<file path="config.mk">
export PLATFORM = sky130hd
export DESIGN_NAME = buddy_alloc
export DESIGN_NICKNAME = d
export VERILOG_FILES = /design/src/rtl/buddy_pkg.sv /design/src/rtl/buddy_order_calc.sv /design/src/rtl/buddy_find_first.sv /design/src/rtl/buddy_free_map.sv /design/src/rtl/buddy_alloc.sv
export SDC_FILE = /design/constraint.sdc
export NUM_CORES = 1
export LEC_CHECK = 0
export CELL_PAD_IN_SITES_DETAIL_PLACEMENT = 0
export CELL_PAD_IN_SITES_GLOBAL_PLACEMENT = 1
export CORE_MARGIN = 10
export CORE_UTILIZATION = 52
export DETAILED_ROUTE_END_ITERATION = 16
export DONT_BUFFER_PORTS = 1
export PLACE_DENSITY = 0.95
export RECOVER_POWER = 25
export SKIP_CTS_REPAIR_TIMING = 1
export SLEW_MARGIN = 20
export SYNTH_ARGS = -nofsm -noshare
export SYNTH_HDL_FRONTEND = slang
export SYNTH_SLANG_ARGS = --single-unit
</file>
<file path="constraint.sdc">
create_clock -name clk -period 10.7 [get_ports clk]
set_input_delay 0.535 -clock clk [delete_from_list [all_inputs] [get_ports clk]]
set_output_delay 0.535 -clock clk [all_outputs]
set_load 0.03 [all_outputs]
</file>
<file path="src/rtl/buddy_pkg.sv">
package buddy_pkg;

  typedef enum logic [2:0] {
    ST_IDLE,
    ST_SCAN,
    ST_SPLIT,
    ST_MERGE,
    ST_DONE
  } buddy_state_e;

  // Position of the first bit of order `ord` in the flat free map.
  // The orders are packed from smallest to largest.
  function automatic int unsigned order_base(int unsigned ord, int unsigned lo,
                                             int unsigned hi, int unsigned top);
    int unsigned acc;
    acc = 0;
    for (int unsigned o = lo; o <= hi; o++) begin
      if (o < ord) acc += top << (hi - o);
    end
    return acc;
  endfunction

endpackage

</file>
<file path="src/rtl/buddy_order_calc.sv">
module buddy_order_calc #(
  parameter int unsigned MIN_ORD = 5,
  parameter int unsigned MAX_ORD = 10,
  parameter int unsigned SW      = MAX_ORD + 2,
  parameter int unsigned OW      = $clog2(MAX_ORD + 1)
) (
  input  logic [SW-1:0] size,
  output logic [OW-1:0] ord,
  output logic          too_big
);
  // Smallest order whose block holds `size` units.
  // The loop runs downward, so the last match is the smallest order.
  always_comb begin
    ord     = OW'(MAX_ORD);
    too_big = (size > SW'(1 << MAX_ORD));
    for (int o = MAX_ORD; o >= int'(MIN_ORD); o--) begin
      if (size <= SW'(1 << o)) ord = OW'(o);
    end
  end
endmodule

</file>
<file path="src/rtl/buddy_find_first.sv">
module buddy_find_first #(
  parameter int unsigned W  = 8,
  parameter int unsigned IW = 3
) (
  input  logic [W-1:0]  bits,
  output logic          found,
  output logic [IW-1:0] idx
);
  // The lowest set bit wins.
  always_comb begin
    found = 1'b0;
    idx   = '0;
    for (int i = W - 1; i >= 0; i--) begin
      if (bits[i]) begin
        found = 1'b1;
        idx   = IW'(i);
      end
    end
  end
endmodule

</file>
<file path="src/rtl/buddy_free_map.sv">
module buddy_free_map #(
  parameter int unsigned TOP_BLOCKS = 2,
  parameter int unsigned TOT        = 126,
  parameter int unsigned FW         = 7
) (
  input  logic           clk,
  input  logic           rst_n,
  input  logic           clr_en,
  input  logic [FW-1:0]  clr_idx,
  input  logic           set_en,
  input  logic [FW-1:0]  set_idx,
  output logic [TOT-1:0] bits
);
  // The largest order sits at the top of the flat map.
  localparam logic [TOT-1:0] RST_MAP = {{TOP_BLOCKS{1'b1}}, {(TOT - TOP_BLOCKS){1'b0}}};

  always_ff @(posedge clk) begin
    if (!rst_n) begin
      bits <= RST_MAP;
    end else begin
      if (clr_en) bits[clr_idx] <= 1'b0;
      if (set_en) bits[set_idx] <= 1'b1;
    end
  end
endmodule

</file>
<file path="src/rtl/buddy_alloc.sv">
module buddy_alloc #(
  parameter int unsigned MIN_ORD    = 5,
  parameter int unsigned MAX_ORD    = 10,
  parameter int unsigned TOP_BLOCKS = 2,
  localparam int unsigned TOPW      = (TOP_BLOCKS > 1) ? $clog2(TOP_BLOCKS) : 0,
  localparam int unsigned AW        = MAX_ORD + TOPW,
  localparam int unsigned SW        = MAX_ORD + 2,
  localparam int unsigned OW        = $clog2(MAX_ORD + 1)
) (
  input  logic          clk,
  input  logic          rst_n,
  input  logic          req_valid,
  output logic          req_ready,
  input  logic          req_release,
  input  logic [SW-1:0] req_size,
  input  logic [AW-1:0] req_addr,
  input  logic [OW-1:0] req_order,
  output logic          busy,
  output logic          rsp_valid,
  input  logic          rsp_ready,
  output logic [AW-1:0] rsp_addr,
  output logic [OW-1:0] rsp_order,
  output logic          rsp_fail,
  output logic          rsp_err
);
  import buddy_pkg::*;

  localparam int unsigned NORD = MAX_ORD - MIN_ORD + 1;
  localparam int unsigned IDXW = AW - MIN_ORD;
  localparam int unsigned TOT  = order_base(MAX_ORD + 1, MIN_ORD, MAX_ORD, TOP_BLOCKS);
  localparam int unsigned FW   = $clog2(TOT);

  function automatic logic [FW-1:0] fidx(logic [OW-1:0] o, logic [IDXW-1:0] i);
    return FW'(order_base(int'(o), MIN_ORD, MAX_ORD, TOP_BLOCKS) + int'(i));
  endfunction

  buddy_state_e  state, state_n;
  logic [OW-1:0] cur_ord, cur_ord_n, tgt_ord, tgt_ord_n;
  logic [IDXW-1:0] cur_idx, cur_idx_n;
  logic          op_release, op_release_n;
  logic [AW-1:0] rsp_addr_n;
  logic [OW-1:0] rsp_order_n;
  logic          rsp_fail_n, rsp_err_n;

  // Named internal events, used by the checker.
  logic          evt_grant, evt_split, evt_merge;

  logic           clr_en, set_en;
  logic [FW-1:0]  clr_idx, set_idx;
  logic [TOT-1:0] free_bits;

  buddy_free_map #(.TOP_BLOCKS(TOP_BLOCKS), .TOT(TOT), .FW(FW)) map_i (
    .clk(clk), .rst_n(rst_n),
    .clr_en(clr_en), .clr_idx(clr_idx),
    .set_en(set_en), .set_idx(set_idx),
    .bits(free_bits)
  );

  logic [OW-1:0] fit_ord;
  logic          fit_too_big;

  buddy_order_calc #(.MIN_ORD(MIN_ORD), .MAX_ORD(MAX_ORD), .SW(SW), .OW(OW)) calc_i (
    .size(req_size), .ord(fit_ord), .too_big(fit_too_big)
  );

  // One lowest-free-block finder per order.
  logic            found_v [NORD];
  logic [IDXW-1:0] idx_v   [NORD];

  for (genvar g = 0; g < NORD; g++) begin : g_ord
    localparam int unsigned ORD  = MIN_ORD + g;
    localparam int unsigned CNT  = TOP_BLOCKS << (MAX_ORD - ORD);
    localparam int unsigned BASE = order_base(ORD, MIN_ORD, MAX_ORD, TOP_BLOCKS);
    buddy_find_first #(.W(CNT), .IW(IDXW)) ff_i (
      .bits(free_bits[BASE+CNT-1:BASE]),
      .found(found_v[g]),
      .idx(idx_v[g])
    );
  end

  logic            sel_found;
  logic [IDXW-1:0] sel_idx;

  always_comb begin
    sel_found = 1'b0;
    sel_idx   = '0;
    for (int g = 0; g < int'(NORD); g++) begin
      if (int'(cur_ord) == int'(MIN_ORD) + g) begin
        sel_found = found_v[g];
        sel_idx   = idx_v[g];
      end
    end
  end

  // Checks on a release request, worked out while the block is idle.
  logic            rel_ord_ok, rel_aligned, rel_ok;
  logic [IDXW-1:0] rel_idx;
  logic [AW-1:0]   rel_mask;

  always_comb begin
    rel_ord_ok  = (req_order >= OW'(MIN_ORD)) && (req_order <= OW'(MAX_ORD));
    rel_mask    = (AW'(1) << req_order) - AW'(1);
    rel_aligned = ((req_addr & rel_mask) == '0);
    rel_idx     = IDXW'(req_addr >> req_order);
    rel_ok      = rel_ord_ok && rel_aligned && !free_bits[fidx(req_order, rel_idx)];
  end

  logic buddy_free;
  assign buddy_free = free_bits[fidx(cur_ord, cur_idx ^ IDXW'(1))];

  always_comb begin
    state_n      = state;
    cur_ord_n    = cur_ord;
    tgt_ord_n    = tgt_ord;
    cur_idx_n    = cur_idx;
    op_release_n = op_release;
    rsp_addr_n   = rsp_addr;
    rsp_order_n  = rsp_order;
    rsp_fail_n   = rsp_fail;
    rsp_err_n    = rsp_err;
    clr_en = 1'b0; clr_idx = '0;
    set_en = 1'b0; set_idx = '0;
    evt_grant = 1'b0; evt_split = 1'b0; evt_merge = 1'b0;

    unique case (state)
      ST_IDLE: begin
        if (req_valid) begin
          op_release_n = req_release;
          rsp_fail_n   = 1'b0;
          rsp_err_n    = 1'b0;
          if (req_release) begin
            rsp_addr_n  = req_addr;
            rsp_order_n = req_order;
            if (!rel_ok) begin
              rsp_err_n = 1'b1;
              state_n   = ST_DONE;
            end else begin
              cur_ord_n = req_order;
              cur_idx_n = rel_idx;
              state_n   = ST_MERGE;
            end
          end else if (fit_too_big) begin
            rsp_fail_n  = 1'b1;
            rsp_addr_n  = '0;
            rsp_order_n = '0;
            state_n     = ST_DONE;
          end else begin
            tgt_ord_n = fit_ord;
            cur_ord_n = fit_ord;
            state_n   = ST_SCAN;
          end
        end
      end

      ST_SCAN: begin
        if (sel_found) begin
          clr_en  = 1'b1;
          clr_idx = fidx(cur_ord, sel_idx);
          if (cur_ord == tgt_ord) begin
            cur_idx_n = sel_idx;
            evt_grant = 1'b1;
          end else begin
            evt_split = 1'b1;
            set_en    = 1'b1;
            set_idx   = fidx(cur_ord - OW'(1), (sel_idx << 1) | IDXW'(1));
            cur_ord_n = cur_ord - OW'(1);
            cur_idx_n = sel_idx << 1;
            evt_grant = (cur_ord - OW'(1) == tgt_ord);
          end
          state_n = evt_grant ? ST_DONE : ST_SPLIT;
        end else if (cur_ord == OW'(MAX_ORD)) begin
          rsp_fail_n  = 1'b1;
          rsp_addr_n  = '0;
          rsp_order_n = '0;
          state_n     = ST_DONE;
        end else begin
          cur_ord_n = cur_ord + OW'(1);
        end
      end

      ST_SPLIT: begin
        evt_split = 1'b1;
        set_en    = 1'b1;
        set_idx   = fidx(cur_ord - OW'(1), (cur_idx << 1) | IDXW'(1));
        cur_ord_n = cur_ord - OW'(1);
        cur_idx_n = cur_idx << 1;
        evt_grant = (cur_ord - OW'(1) == tgt_ord);
        if (evt_grant) state_n = ST_DONE;
      end

      ST_MERGE: begin
        if (cur_ord < OW'(MAX_ORD) && buddy_free) begin
          evt_merge = 1'b1;
          clr_en    = 1'b1;
          clr_idx   = fidx(cur_ord, cur_idx ^ IDXW'(1));
          cur_ord_n = cur_ord + OW'(1);
          cur_idx_n = cur_idx >> 1;
        end else begin
          set_en  = 1'b1;
          set_idx = fidx(cur_ord, cur_idx);
          state_n = ST_DONE;
        end
      end

      ST_DONE: begin
        if (rsp_ready) state_n = ST_IDLE;
      end

      default: state_n = ST_IDLE;
    endcase

    if (evt_grant) begin
      rsp_addr_n  = AW'(cur_idx_n) << cur_ord_n;
      rsp_order_n = cur_ord_n;
    end
  end

  always_ff @(posedge clk) begin
    if (!rst_n) begin
      state      <= ST_IDLE;
      cur_ord    <= '0;
      tgt_ord    <= '0;
      cur_idx    <= '0;
      op_release <= 1'b0;
      rsp_addr   <= '0;
      rsp_order  <= '0;
      rsp_fail   <= 1'b0;
      rsp_err    <= 1'b0;
    end else begin
      state      <= state_n;
      cur_ord    <= cur_ord_n;
      tgt_ord    <= tgt_ord_n;
      cur_idx    <= cur_idx_n;
      op_release <= op_release_n;
      rsp_addr   <= rsp_addr_n;
      rsp_order  <= rsp_order_n;
      rsp_fail   <= rsp_fail_n;
      rsp_err    <= rsp_err_n;
    end
  end

  assign req_ready = (state == ST_IDLE);
  assign rsp_valid = (state == ST_DONE);
  assign busy      = (state != ST_IDLE);

endmodule

</file>
==> run metrics <==
outcome finished, violations left; violated checks capacitance limit, slew limit; final hold violations 0; TritonCTS clock tree done; detailed router's first-iteration violation count 3106; Layout Skew 15.8 ps; pin slew with the least headroom to its limit 1620 ps; overall die height 188 µm; unrepaired setup endpoints after global routing false; share of the synthesized area in compound gates (AO/OA/AOI/OAI) 31.1%; most common flop cell mapped by yosys dfxtp_1; most frequently used cell type in the post-synthesis netlist nand2_1; CTS Buf Count 17; CP endpoint kind flop; Hold Crit Class input port to flop; fraction of the mapped netlist area in adder cells 3.22%; layout overhead on the synthesized area 4.89%; Port Buffer Count 0; Synth top cells by count nand2_1 (293), a21oi_1 (241), o21ai_0 (202); reg-to-reg critical path endpoint rsp_addr[6]; number of setup violations in the final report 0; count of final max-slew check failures 7; flip-flop and latch count after synthesis 160; share of the cycle needed by the critical path after routing 77.0%; sequential fraction of the synthesis area 21.7%; mean area per synthesized cell 7.11 µm²; number of I/O pins 52; DR vias 17700; top cells by area in the synthesized netlist dfxtp_1 (22%), a21oi_1 (8.2%), nand2_1 (7.5%); worst-case register-to-register setup slack 2460 ps; xor/xnor share of the synthesized area 1.84%; Post-Synthesis Cell Area 14800 µm²; initial cell density of the core 53.0%; Static Leak 5.21 nW; Die Outline Area 35500 µm²; clock insertion delay at the later pin of the skew report 460 ps; startpoint of the most critical setup path cur_ord[3]; overall routed net length 67100 µm; startpoint types flop; post-synthesis instance total 2076; net count of the mapped netlist 2143; H-tree depth reported by CTS 4; fraction of final layout cells with drive strength greater than 1 8.09%; # rows 61; worst flop-to-flop path startpoint cur_ord[3]; CTS clk-pin slew, worst paths 70 ps; multiplexer fraction of the synthesized cell area 9.78%; number of enable flip-flop cells after synthesis 0; maximum fanout encountered on the critical timing path 19; synthesized-area fraction occupied by and/or/nand/nor cells 26.6%; Worst Setup EP rsp_addr[6]; Final TNS setup 0 ps; power density normalized to cell area 150 nW/µm²; deepest clock path buffer count 2; Yosys top cell by area dfxtp_1; data arrival at the endpoint of the critical path 8600 ps; final worst path period need 8240 ps; count of different cell masters after synthesis 99; routed length per placed instance 28.3 µm; highest ir drop seen on vdd 0.000138 V; CP Data Required Time 11050 ps; chip width 188 µm; synth warn 0; post-detailed-placement half-perimeter wirelength 47700 µm; remaining design rule violation count 0; number of filler cells placed in the layout 2742; residual overflow from global routing 0; worst slew margin relative to its limit -10.8%; Vias/cell 7.45; first-pass GRT wire length 100000 µm; weighted congestion at the end of routability-driven global placement 1.10; detailed-routing iteration count for the pre-antenna-repair pass 6; reg2reg path depth 15; count of clock tree sinks 160; vias in the first global route 15600; fraction of synthesized cell area taken by the top area cell type 21.7%; post-route total power 0.00232 W; category of the critical setup timing path flop to flop; core footprint 27900 µm²; Root Buffer clkbuf_16; GRT Overall Usage 36.1%; remaining number of nets flagged by the antenna check after routing 0; initial antenna violation count 1; number of nets at the end of the flow 2046; max_cap viols 1; dominant combinational cell family by area after synthesis compound AO/OA/AOI/OAI gates; maximum number of pins on one net before global-route repair 78; async set-or-reset flop fraction in the synthesized netlist 0%; Highest Clock Rate 121 MHz
==> cells by family (layout without fill, tap and decap cells) <==
| family | Yosys count | count (layout) |
|---|---|---|
| flops | 160 | 160 |
| compound gates | 729 | 729 |
| buf+inv | 199 | 113 |
| fa+ha+maj | 35 | 35 |
| simple gates | 827 | 827 |
| xor+xnor | 31 | 31 |
| other cells | 0 | 1 |
| mux | 95 | 95 |
==> per-stage QoR <==
stage / area (µm²) / worst slack [ps] / util [%] / std cells / hold slack [ps]
floorplan: 14800 / 4410 / - / 2076 / 448
global placement: 14900 / 3500 / 53.4 / 2336 / 466
detailed placement: 14900 / 3420 / 53.4 / 2336 / 474
CTS: 15400 / 3910 / 55.5 / 2366 / 134
global route: 15500 / 1800 / 55.5 / 2368 / 142
finish: 15500 / 2460 / 55.5 / 2369 / 155
==> worst min-delay path by stage <==
stage / from / to / slack, ps / cells past startpoint
after floorplan: tgt_ord[0] / tgt_ord[0] / 450 / 2
after global placement: tgt_ord[0] / tgt_ord[0] / 470 / 2
after detailed placement: tgt_ord[0] / tgt_ord[0] / 470 / 2
after CTS: rst_n / map_i.bits[125] / 130 / 1
after global routing: rst_n / map_i.bits[125] / 140 / 1
final: rst_n / map_i.bits[125] / 160 / 1
==> cell usage in the layout (no fill, tap or decap), types with 18 or more instances in the layout <==
cell      instances
nand2_1         293
a21oi_1         242
o21ai_0         203
nor2_1          179
dfxtp_1         159
nor3_1           61
nand3_1          60
nor4_1           50
inv_1            48
mux2i_1          41
mux4_2           36
a31oi_1          31
nand4_1          29
ha_1             29
buf_4            26
a211oi_1         24
nand2b_1         23
and3_1           20
a21o_1           20
o211ai_1         19
or2_2            18
==> critical path, cell delays in order (launching register included) <==
cell       delay (ps)
dfxtp_1           790
inv_1             370
a21oi_1           500
ha_1              330
a211oi_1          380
nor2_1            110
nor2_1            800
o311ai_0          340
or4_1             660
a21oi_1          1190
nor4_1            190
o31a_1            330
a2111oi_0        1310
nand2b_1          320
nor3_1             90
a221o_1           380
==> state kept, by name, summed over array words and instances, names as in the netlist <==
| signal | flops |
|---|---|
| cur_idx | 6 |
| rsp_order | 4 |
| rsp_fail | 1 |
| state | 3 |
| tgt_ord | 4 |
| cur_ord | 4 |
| map_i.bits | 126 |
| rsp_addr | 11 |
| rsp_err | 1 |
==> layer usage <==
metal / global-route usage (%) / part of all wire [%]
met5: 0 / 0.019
met1: 48.3 / 39
met3: 13.3 / 15
met2: 50.3 / 41
met4: 16.3 / 4.8
==> final cells by class <==
cell class,count,area (µm²),share of cell area (%)
Antenna cell,1,2.50,0.0162
Clock buffer,19,443,2.86
Clock inverter,11,134,0.865
Inverter,53,201,1.30
Multi-Input combinational cell,1717,10800,69.7
Sequential cell,160,3200,20.7
Tap cell,378,473,3.06
Timing Repair Buffer,30,233,1.50
==> report_power, final <==
group | internal, W | leakage (nW) | switching [W] | total [W]
combinational | 0.000319 | 3.65 | 0.000691 | 0.00101
clock | 0.000350 | 0.274 | 0.000281 | 0.000631
sequential | 0.000615 | 1.29 | 0.0000618 | 0.000677
total | 0.00128 | 5.21 | 0.00103 | 0.00232
Note: power is estimated with default switching activity, not from simulation.
